[src/rtl/rcd_pkg.sv]
package rcd_pkg;
   // index width for a given line count, never below one bit
   function automatic int idx_width(input int n);
      return (n < 2) ? 1 : $clog2(n);
   endfunction
endpackage

[src/rtl/rcd_tag_match.sv]
module rcd_tag_match #(
   parameter int N_BLOCKS = 16,
   parameter int TAG_W    = 20
) (
   input  logic [N_BLOCKS-1:0]       valid_i,
   input  logic [N_BLOCKS*TAG_W-1:0] tags_i,
   input  logic [TAG_W-1:0]          tag_i,
   output logic [N_BLOCKS-1:0]       match_o
);
   for (genvar g = 0; g < N_BLOCKS; g++) begin : g_cmp
      assign match_o[g] = valid_i[g] && (tags_i[g*TAG_W +: TAG_W] == tag_i);
   end
endmodule

[src/rtl/rcd_oldest_pick.sv]
module rcd_oldest_pick #(
   parameter int N_BLOCKS = 16,
   parameter int AGE_W    = 4
) (
   input  logic [N_BLOCKS-1:0]       cand_i,
   input  logic [N_BLOCKS*AGE_W-1:0] age_i,
   output logic                      found_o,
   output logic [AGE_W-1:0]          idx_o
);
   logic [AGE_W-1:0] best_age;

   always_comb begin
      found_o  = 1'b0;
      idx_o    = '0;
      best_age = '0;
      for (int i = 0; i < N_BLOCKS; i++) begin
         if (cand_i[i] && (!found_o || age_i[i*AGE_W +: AGE_W] > best_age)) begin
            found_o  = 1'b1;
            idx_o    = AGE_W'(i);
            best_age = age_i[i*AGE_W +: AGE_W];
         end
      end
   end
endmodule

[src/rtl/rcd_age_rank.sv]
module rcd_age_rank #(
   parameter int N_BLOCKS = 16,
   parameter int AGE_W    = 4
) (
   input  logic                      clk,
   input  logic                      rst_n,
   input  logic                      touch_i,
   input  logic [AGE_W-1:0]          touch_idx_i,
   output logic [N_BLOCKS*AGE_W-1:0] age_o
);
   logic [AGE_W-1:0]    age_q [N_BLOCKS];
   logic [AGE_W-1:0]    sel_age;
   logic [N_BLOCKS-1:0] mru_vec;

   assign sel_age = age_q[touch_idx_i];

   for (genvar g = 0; g < N_BLOCKS; g++) begin : g_rank
      assign age_o[g*AGE_W +: AGE_W] = age_q[g];
      assign mru_vec[g]              = (age_q[g] == '0);

      always_ff @(posedge clk or negedge rst_n) begin
         if (!rst_n) begin
            age_q[g] <= AGE_W'(g);
         end else if (touch_i) begin
            if (touch_idx_i == AGE_W'(g))
               age_q[g] <= '0;
            else if (age_q[g] < sel_age)
               age_q[g] <= age_q[g] + 1'b1;
         end
      end
   end

   AST_ONE_MRU: assert property (@(posedge clk) disable iff (!rst_n)
      $onehot(mru_vec));
   AST_TOUCH_MRU: assert property (@(posedge clk) disable iff (!rst_n)
      touch_i |=> (age_q[$past(touch_idx_i)] == '0));
endmodule

[src/rtl/row_cache_directory.sv]
module row_cache_directory #(
   parameter int N_BLOCKS = 16,
   parameter int TAG_W    = 20,
   localparam int IDX_W   = rcd_pkg::idx_width(N_BLOCKS)
) (
   input  logic             clk,
   input  logic             rst_n,
   input  logic             req_valid,
   input  logic             req_write,
   input  logic [TAG_W-1:0] req_tag,
   input  logic             wb_done,
   input  logic [IDX_W-1:0] wb_idx,
   output logic             rsp_hit,
   output logic [IDX_W-1:0] rsp_idx,
   output logic             rsp_stall,
   output logic             force_wb,
   output logic             dirty_any,
   output logic [IDX_W-1:0] dirty_idx
);
   if (N_BLOCKS < 2) begin : g_bad_n
      $error("N_BLOCKS must be at least 2");
   end
   if (TAG_W < 1) begin : g_bad_tag
      $error("TAG_W must be at least 1");
   end

   logic [N_BLOCKS-1:0]       valid_q, dirty_q, match;
   logic [TAG_W-1:0]          tag_q [N_BLOCKS];
   logic [N_BLOCKS*TAG_W-1:0] tags_flat;
   logic [N_BLOCKS*IDX_W-1:0] ages;
   logic [IDX_W-1:0]          hit_idx, inv_idx, clean_idx, victim_idx;
   logic                      any_inv, clean_found, have_victim, accept;

   for (genvar g = 0; g < N_BLOCKS; g++) begin : g_flat
      assign tags_flat[g*TAG_W +: TAG_W] = tag_q[g];
   end

   rcd_tag_match #(.N_BLOCKS(N_BLOCKS), .TAG_W(TAG_W)) i_match (
      .valid_i(valid_q), .tags_i(tags_flat), .tag_i(req_tag), .match_o(match));

   rcd_oldest_pick #(.N_BLOCKS(N_BLOCKS), .AGE_W(IDX_W)) i_clean_pick (
      .cand_i(valid_q & ~dirty_q), .age_i(ages),
      .found_o(clean_found), .idx_o(clean_idx));

   rcd_oldest_pick #(.N_BLOCKS(N_BLOCKS), .AGE_W(IDX_W)) i_dirty_pick (
      .cand_i(valid_q & dirty_q), .age_i(ages),
      .found_o(dirty_any), .idx_o(dirty_idx));

   rcd_age_rank #(.N_BLOCKS(N_BLOCKS), .AGE_W(IDX_W)) i_rank (
      .clk(clk), .rst_n(rst_n), .touch_i(accept),
      .touch_idx_i(rsp_idx), .age_o(ages));

   always_comb begin
      hit_idx = '0;
      inv_idx = '0;
      any_inv = 1'b0;
      for (int i = 0; i < N_BLOCKS; i++) begin
         if (match[i]) hit_idx = hit_idx | IDX_W'(i);
      end
      for (int i = N_BLOCKS-1; i >= 0; i--) begin
         if (!valid_q[i]) begin
            inv_idx = IDX_W'(i);
            any_inv = 1'b1;
         end
      end
   end

   assign victim_idx  = any_inv ? inv_idx : clean_idx;
   assign have_victim = any_inv | clean_found;
   assign rsp_hit     = req_valid & (|match);
   assign rsp_idx     = rsp_hit ? hit_idx : victim_idx;
   assign rsp_stall   = req_valid & ~(|match) & ~have_victim;
   assign force_wb    = rsp_stall;
   assign accept      = req_valid & ~rsp_stall;

   always_ff @(posedge clk or negedge rst_n) begin
      if (!rst_n) begin
         valid_q <= '0;
         dirty_q <= '0;
      end else begin
         if (wb_done && (int'(wb_idx) < N_BLOCKS)) dirty_q[wb_idx] <= 1'b0;
         if (accept) begin
            valid_q[rsp_idx] <= 1'b1;
            if (req_write) dirty_q[rsp_idx] <= 1'b1;
         end
      end
   end

   always_ff @(posedge clk) begin
      if (accept) tag_q[rsp_idx] <= req_tag;
   end

   AST_HIT_ONEHOT: assert property (@(posedge clk) disable iff (!rst_n)
      $onehot0(match));
   AST_INVALID_FIRST: assert property (@(posedge clk) disable iff (!rst_n)
      (req_valid && !rsp_hit && !(&valid_q)) |-> !valid_q[rsp_idx]);
   AST_WRITE_DIRTY: assert property (@(posedge clk) disable iff (!rst_n)
      (accept && req_write) |=> dirty_q[$past(rsp_idx)]);
   AST_VICTIM_CLEAN: assert property (@(posedge clk) disable iff (!rst_n)
      (req_valid && !rsp_hit && !rsp_stall) |-> !(valid_q[rsp_idx] && dirty_q[rsp_idx]));
   AST_STALL_ALL_DIRTY: assert property (@(posedge clk) disable iff (!rst_n)
      rsp_stall |-> ((&valid_q) && (&dirty_q)));
   AST_STALL_HOLDS: assert property (@(posedge clk) disable iff (!rst_n)
      rsp_stall |=> $stable(valid_q));
   AST_WB_CLEARS: assert property (@(posedge clk) disable iff (!rst_n)
      (wb_done && !(accept && req_write && rsp_idx == wb_idx)) |=> !dirty_q[$past(wb_idx)]);
   AST_DIRTY_PICK: assert property (@(posedge clk) disable iff (!rst_n)
      dirty_any |-> (valid_q[dirty_idx] && dirty_q[dirty_idx]));
endmodule

[config.mk]
export PLATFORM = sky130hd
export DESIGN_NAME = row_cache_directory
export DESIGN_NICKNAME = d
export VERILOG_FILES = /design/src/rtl/rcd_pkg.sv /design/src/rtl/rcd_tag_match.sv /design/src/rtl/rcd_oldest_pick.sv /design/src/rtl/rcd_age_rank.sv /design/src/rtl/row_cache_directory.sv
export SDC_FILE = /design/constraint.sdc
export NUM_CORES = 1
export LEC_CHECK = 0
export BUFFER_PORTS_ARGS = -buffer_cell sky130_fd_sc_hd__buf_2
export CORE_UTILIZATION = 45
export CTS_CLUSTER_SIZE = 28
export DETAILED_ROUTE_END_ITERATION = 16
export PLACE_DENSITY_LB_ADDON = 0.3
export SETUP_SLACK_MARGIN = 0.05
export SLEW_MARGIN = 20
export SYNTH_ARGS = -nofsm -noshare
export SYNTH_HDL_FRONTEND = slang
export SYNTH_SLANG_ARGS = --single-unit
export TNS_END_PERCENT = 20
[constraint.sdc]
create_clock -name clk -period 43.1 [get_ports clk]
set_input_delay 2.155 -clock clk [delete_from_list [all_inputs] [get_ports clk]]
set_output_delay 2.155 -clock clk [all_outputs]
set_load 0.005 [all_outputs]
==> results of run 1 <==
[flip-flops by register name (all words and copies together), names as in the netlist]
register	flops
i_rank.age_o	64
valid_q	16
dirty_q	16
tag_q	320
[per-layer routing]
| layer | share of wire | global-route usage | vias up |
|---|---|---|---|
| li1 | - | - | 9318 |
| met1 | 0.43 | 0.342 | 9869 |
| met2 | 0.46 | 0.414 | 740 |
| met3 | 0.076 | 0.0455 | 172 |
| met4 | 0.034 | 0.0912 | 8 |
| met5 | 0.00064 | 0 | - |
[worst max-delay path by stage]
stage | start | endpoint | slack [ns]
3_3_place_gp | valid_q[0]$_DFFE_PN0P_ | i_rank.age_o[47]$_DFFE_PN1P_ | 14.95
4_1_cts | valid_q[0]$_DFFE_PN0P_ | i_rank.age_o[47]$_DFFE_PN1P_ | 13.71
6_report | valid_q[0]$_DFFE_PN0P_ | i_rank.age_o[47]$_DFFE_PN1P_ | 12.93
2_1_floorplan | dirty_q[0]$_DFF_PN0_ | i_rank.age_o[52]$_DFFE_PN1P_ | 17.02
5_1_grt | valid_q[0]$_DFFE_PN0P_ | i_rank.age_o[47]$_DFFE_PN1P_ | 10.79
3_5_place_dp | valid_q[0]$_DFFE_PN0P_ | i_rank.age_o[47]$_DFFE_PN1P_ | 13.77
[cell type report]
class	instances	area, sq um
clock inverter	20	230
fill	5221	28800
clock buffer	61	1230
multi-input combinational	1861	13700
inverter	117	439
antenna	3	7.51
tap	765	957
sequential	416	12100
timing repair buffer	77	480
[cells in the mapped netlist, drive strengths merged, types with 25 or more instances]
library cell	number	share of area
mux2	66	0.028
nand3	86	0.016
nand4	86	0.020
a21oi	102	0.019
mux2i	42	0.016
or2	26	0.0061
nor2b	38	0.0090
a211oi	35	0.0099
nand2b	65	0.016
ha	176	0.083
nor2	148	0.021
dfstp	32	0.032
inv	116	0.016
o211ai	44	0.012
or4	25	0.0071
a31oi	35	0.012
nor3	36	0.0070
xnor2	218	0.072
clkbuf	78	0.011
nor4	49	0.012
nand2	162	0.023
dfrtp	64	0.060
xor2	104	0.034
edfxtp	320	0.36
o21ai	96	0.018
[kinds of logic (layout without fill, tap and decap cells)]
group,after synthesis,count (layout),synth area share
buffers and inverters,209,275,0.0307
muxes,108,108,0.0439
xor gates and xnor gates,322,322,0.106
AOI/OAI and AO/OA,453,453,0.121
adders and majority gates,176,176,0.0831
and+or+nand+nor,802,802,0.160
DFF,416,416,0.455
other,0,3,0
[worst reg2reg max path, delay by kind of cell, from the launching register on]
| family | cells | cell delay [ns] |
|---|---|---|
| AND/OR/NAND/NOR | 33 | 4.95 |
| multiplexers | 10 | 3.55 |
| AO/OA/AOI/OAI | 66 | 14.51 |
| flip-flops | 1 | 0.60 |
| buffers and inverters | 12 | 1.94 |
| adder cells (fa/ha/maj) | 16 | 4.58 |
[metrics by stage]
stage	hold slack [ns]	setup WS [ns]	instance area (sq um)	utilization	cells
4_1_cts	0.518	13.71	29100	0.502	3317
3_5_place_dp	0.506	13.77	27600	0.477	3236
2_1_floorplan	0.478	17.02	26500	-	2486
6_report	0.519	12.93	29100	0.503	3320
5_1_grt	0.542	10.79	29100	0.503	3317
3_3_place_gp	0.501	14.95	27600	0.477	3236
==> results.sh, run 1 <==
export IMPL_cp_arrival_ns=30.68
export IMPL_rr_worst_depth=137
export IMPL_clock_latency_ns=0.59
export IMPL_final_layout_size_suffix_gt1_frac=0.124
export IMPL_ant_nets=0
export IMPL_r2r_end="i_rank.age_o[47]$_DFFE_PN1P_"
export IMPL_end_kind="register"
export IMPL_timing_worst_setup_path_type="reg2reg"
export IMPL_wl_um=76400
export IMPL_ys_ff_latch=416
export IMPL_die_w_um=245
export IMPL_cp_depth=137
export IMPL_die_h_um=245
export IMPL_synthesis_nets=2691
export IMPL_worst_pin_slew_ns=1.05
export IMPL_synth_area_per_cell_sq_um=10.7
export IMPL_clockBufferDepth=3
export IMPL_antenna_found_initial=4
export IMPL_slew_violations=0
export IMPL_ys_seq_area_frac=0.455
export IMPL_slowest_stage="a211oi_1"
export IMPL_postCtsHoldBufs=0
export IMPL_setup_tns_ns=0
export IMPL_cp_common_cell="a21oi_1"
export IMPL_slew_headroom=0.296
export IMPL_htreeDepth=2
export IMPL_grt_pass1_vias=19600
export IMPL_path_delay_family="compound AO/OA/AOI/OAI gates"
export IMPL_rsz0062_at_grt="no"
export IMPL_r2r_setup_slack_ns=12.93
export IMPL_area_growth_syn_to_layout_pct=9.87
export IMPL_status="finished, final reports clean"
export IMPL_crit_required_ns=43.61
export IMPL_synthFlopType="edfxtp_1"
export IMPL_cts_sinks=416
export IMPL_dr_pass1_iters=6
export IMPL_cts_buffers=46
export IMPL_holdPathEnd="dirty_q[2]$_DFF_PN0_"
export IMPL_critPathLaunchType="register"
export IMPL_first_iter_violations=1913
export IMPL_synthesis_area_sq_um=26500
export IMPL_portBuffers=40
export IMPL_fmax_mhz=33.1
export IMPL_timing_final_crit_share=0.700
export IMPL_cts_root_buf="clkbuf_16"
export IMPL_drc=0
export IMPL_cts_tree="built"
export IMPL_grt_first_pass_wirelength_um=117000
export IMPL_std_cell_rows=88
export IMPL_cts_setup_buffers=0
export IMPL_hold_depth=1
export IMPL_ctsResizeCount=0
export IMPL_place_hpwl_um=53900
export IMPL_cpPeakStageDelay_ns=0.66
export IMPL_grt_ovfl_total=0
export IMPL_layout_commonest_cell="edfxtp_1"
export IMPL_ys_warn_count=0
export IMPL_wl_per_cell_um=23.0
export IMPL_synth_edf_count=320
export IMPL_vias=20100
export IMPL_finClkSkew_ns=0.0156
export IMPL_dieArea_sq_um=59900
export IMPL_most_common_layout_cells="320 x edfxtp_1, 218 x xnor2_1, 176 x ha_1"
export IMPL_ys_types=93
export IMPL_min_period_ns=30.17
export IMPL_clk_pin_slew_worst_paths_ns=0.06
export IMPL_cp_max_fo=35
export IMPL_core_area_sq_um=57900
export IMPL_grt_max_degree=69
export IMPL_gp_congestion=1.01
export IMPL_min_path_type="reg2reg"
export IMPL_hold_viol_final=0
export IMPL_ioPinCount=41
export IMPL_grt_total_usage=0.255
export IMPL_vias_per_cell=6.06
export IMPL_crit_reg2reg_launch="valid_q[0]$_DFFE_PN0P_"
export IMPL_initial_core_util=0.458
export IMPL_num_nets_final=2724
export IMPL_drv_cap=0
export IMPL_setup_violations=0
export IMPL_ys_async_sr_fraction=0.231
export IMPL_syn_inst=2486
export IMPL_hold_start="dirty_q[2]$_DFF_PN0_"
export IMPL_crit_buf_inv=12
Power of run 1 is left out: the tool's default activity adds up to more than one toggle a clock period on the data nets, which glitch-free logic cannot reach.
==> run 2, diff against run 1 <==
Clock period 43.1 ns to 28.6 ns, I/O delays scaled along.
==> results.sh, run 2 (synthesis gave the netlist of run 1 again) <==
export IMPL_first_iter_violations=1966
export IMPL_min_path_type="reg2reg"
export IMPL_vias_per_cell=6.10
export IMPL_gp_congestion=0.986
export IMPL_wl_per_cell_um=23.3
export IMPL_place_inst=3239
export IMPL_worst_pin_slew_ns=0.994
export IMPL_cp_max_fo=15
export IMPL_die_w_um=245
export IMPL_min_period_ns=26.99
export IMPL_regMostFlops="tag_q"
export IMPL_crit_required_ns=29.11
export IMPL_vias=20500
export IMPL_die_h_um=245
export IMPL_initial_core_util=0.458
export IMPL_clk_pin_slew_worst_paths_ns=0.06
export IMPL_placed_area_sq_um=27700
export IMPL_antenna_found_initial=4
export IMPL_grt_total_usage=0.257
export IMPL_r2r_setup_slack_ns=1.61
export IMPL_fmax_mhz=37.0
export IMPL_end_kind="register"
export IMPL_clockBufferDepth=3
export IMPL_status="finished, final reports clean"
export IMPL_cts_tree="built"
export IMPL_postCtsHoldBufs=0
export IMPL_crit_reg2reg_launch="valid_q[0]$_DFFE_PN0P_"
export IMPL_grt_pass1_vias=19800
export IMPL_cts_sinks=416
export IMPL_grt_ovfl_total=0
export IMPL_wl_um=78200
export IMPL_path_delay_family="compound AO/OA/AOI/OAI gates"
export IMPL_largest_reg_flops=320
export IMPL_crit_buf_inv=13
export IMPL_grt_max_degree=52
export IMPL_dieArea_sq_um=59900
export IMPL_slew_violations=0
export IMPL_std_cell_rows=88
export IMPL_drc=0
export IMPL_hold_depth=1
export IMPL_holdPathEnd="dirty_q[2]$_DFF_PN0_"
export IMPL_cts_root_buf="clkbuf_16"
export IMPL_fin_util=0.514
export IMPL_final_layout_size_suffix_gt1_frac=0.154
export IMPL_htreeDepth=2
export IMPL_stdcell_count=3360
export IMPL_cp_common_cell="a21oi_1"
export IMPL_hold_viol_final=0
export IMPL_layout_commonest_cell="edfxtp_1"
export IMPL_cts_buffers=47
export IMPL_timing_final_crit_share=0.944
export IMPL_critPathLaunchType="register"
export IMPL_timing_worst_setup_path_type="reg2reg"
export IMPL_num_nets_final=2760
export IMPL_rr_worst_depth=133
export IMPL_r2r_end="i_rank.age_o[19]$_DFFE_PN0P_"
export IMPL_grt_first_pass_wirelength_um=118000
export IMPL_dr_pass1_iters=6
export IMPL_drv_cap=0
export IMPL_setup_tns_ns=0
export IMPL_slowest_stage="and2_2"
export IMPL_final_area_sq_um=29800
export IMPL_slew_headroom=0.331
export IMPL_finClkSkew_ns=0.0450
export IMPL_ant_nets=0
export IMPL_core_area_sq_um=57900
export IMPL_area_growth_syn_to_layout_pct=12.3
export IMPL_place_hpwl_um=54400
export IMPL_setup_violations=0
export IMPL_most_common_layout_cells="320 x edfxtp_1, 218 x xnor2_1, 176 x ha_1"
export IMPL_hold_start="dirty_q[2]$_DFF_PN0_"
export IMPL_ioPinCount=41
export IMPL_clock_latency_ns=0.63
export IMPL_cp_arrival_ns=27.51
export IMPL_portBuffers=40
export IMPL_cpPeakStageDelay_ns=0.65
[run 2: worst max path at each step]
stage                                start                      endpoint  depth (start not counted)
floorplan             dirty_q[0]$_DFF_PN0_  i_rank.age_o[52]$_DFFE_PN1P_                        134
global placement    valid_q[0]$_DFFE_PN0P_  i_rank.age_o[15]$_DFFE_PN0P_                        136
detailed placement  valid_q[0]$_DFFE_PN0P_  i_rank.age_o[47]$_DFFE_PN1P_                        138
CTS                 valid_q[0]$_DFFE_PN0P_                  dirty_idx[2]                        133
global route        valid_q[0]$_DFFE_PN0P_  i_rank.age_o[38]$_DFFE_PN0P_                        137
finish              valid_q[0]$_DFFE_PN0P_  i_rank.age_o[19]$_DFFE_PN0P_                        133
[run 2: through the flow]
stage | hold slack [ns] | setup slack (ns)
2_1_floorplan | 0.478 | 2.52
3_3_place_gp | 0.503 | 0.763
3_5_place_dp | 0.520 | -0.348
4_1_cts | 0.533 | 0.137
5_1_grt | 0.569 | -0.103
6_report | 0.530 | 1.61
[run 2: worst reg2reg max path: cells and delay by family (launching register included)]
family / cells / cell delay, ns
multiplexers: 10 / 3.25
flip-flops: 1 / 0.46
AO/OA/AOI/OAI: 63 / 12.26
AND/OR/NAND/NOR: 32 / 5.48
adder cells (fa/ha/maj): 15 / 4.04
buffers and inverters: 13 / 1.45
[run 2: final cells by class]
| class | instances | area [sq um] |
|---|---|---|
| flip-flops and latches | 416 | 12100 |
| inverters | 117 | 450 |
| multi-input cells | 1861 | 14000 |
| diodes | 1 | 2.50 |
| repair buffers | 111 | 786 |
| repair inverters | 1 | 7.51 |
| fillers | 5179 | 28100 |
| clock buffers | 57 | 1210 |
| well taps | 765 | 957 |
| clock inverters | 31 | 335 |
[run 2: per-layer routing]
metal | GRT usage | part of all wire
met1 | 0.339 | 0.42
met2 | 0.420 | 0.46
met3 | 0.0452 | 0.075
met4 | 0.0998 | 0.038
met5 | 0 | 0.00042
[run 2: repair_timing]
| item | in CTS | in global routing |
|---|---|---|
| endpoints found under the setup margin | 62 | 424 |
| hold endpoints to repair | 0 | 0 |
| pin swaps | 1 | 10 |
| resized for setup | 5 | 61 |
| buffers inserted | 1 | 29 |
| cloned | 0 | 2 |
Power of run 2 is left out for the same reason.
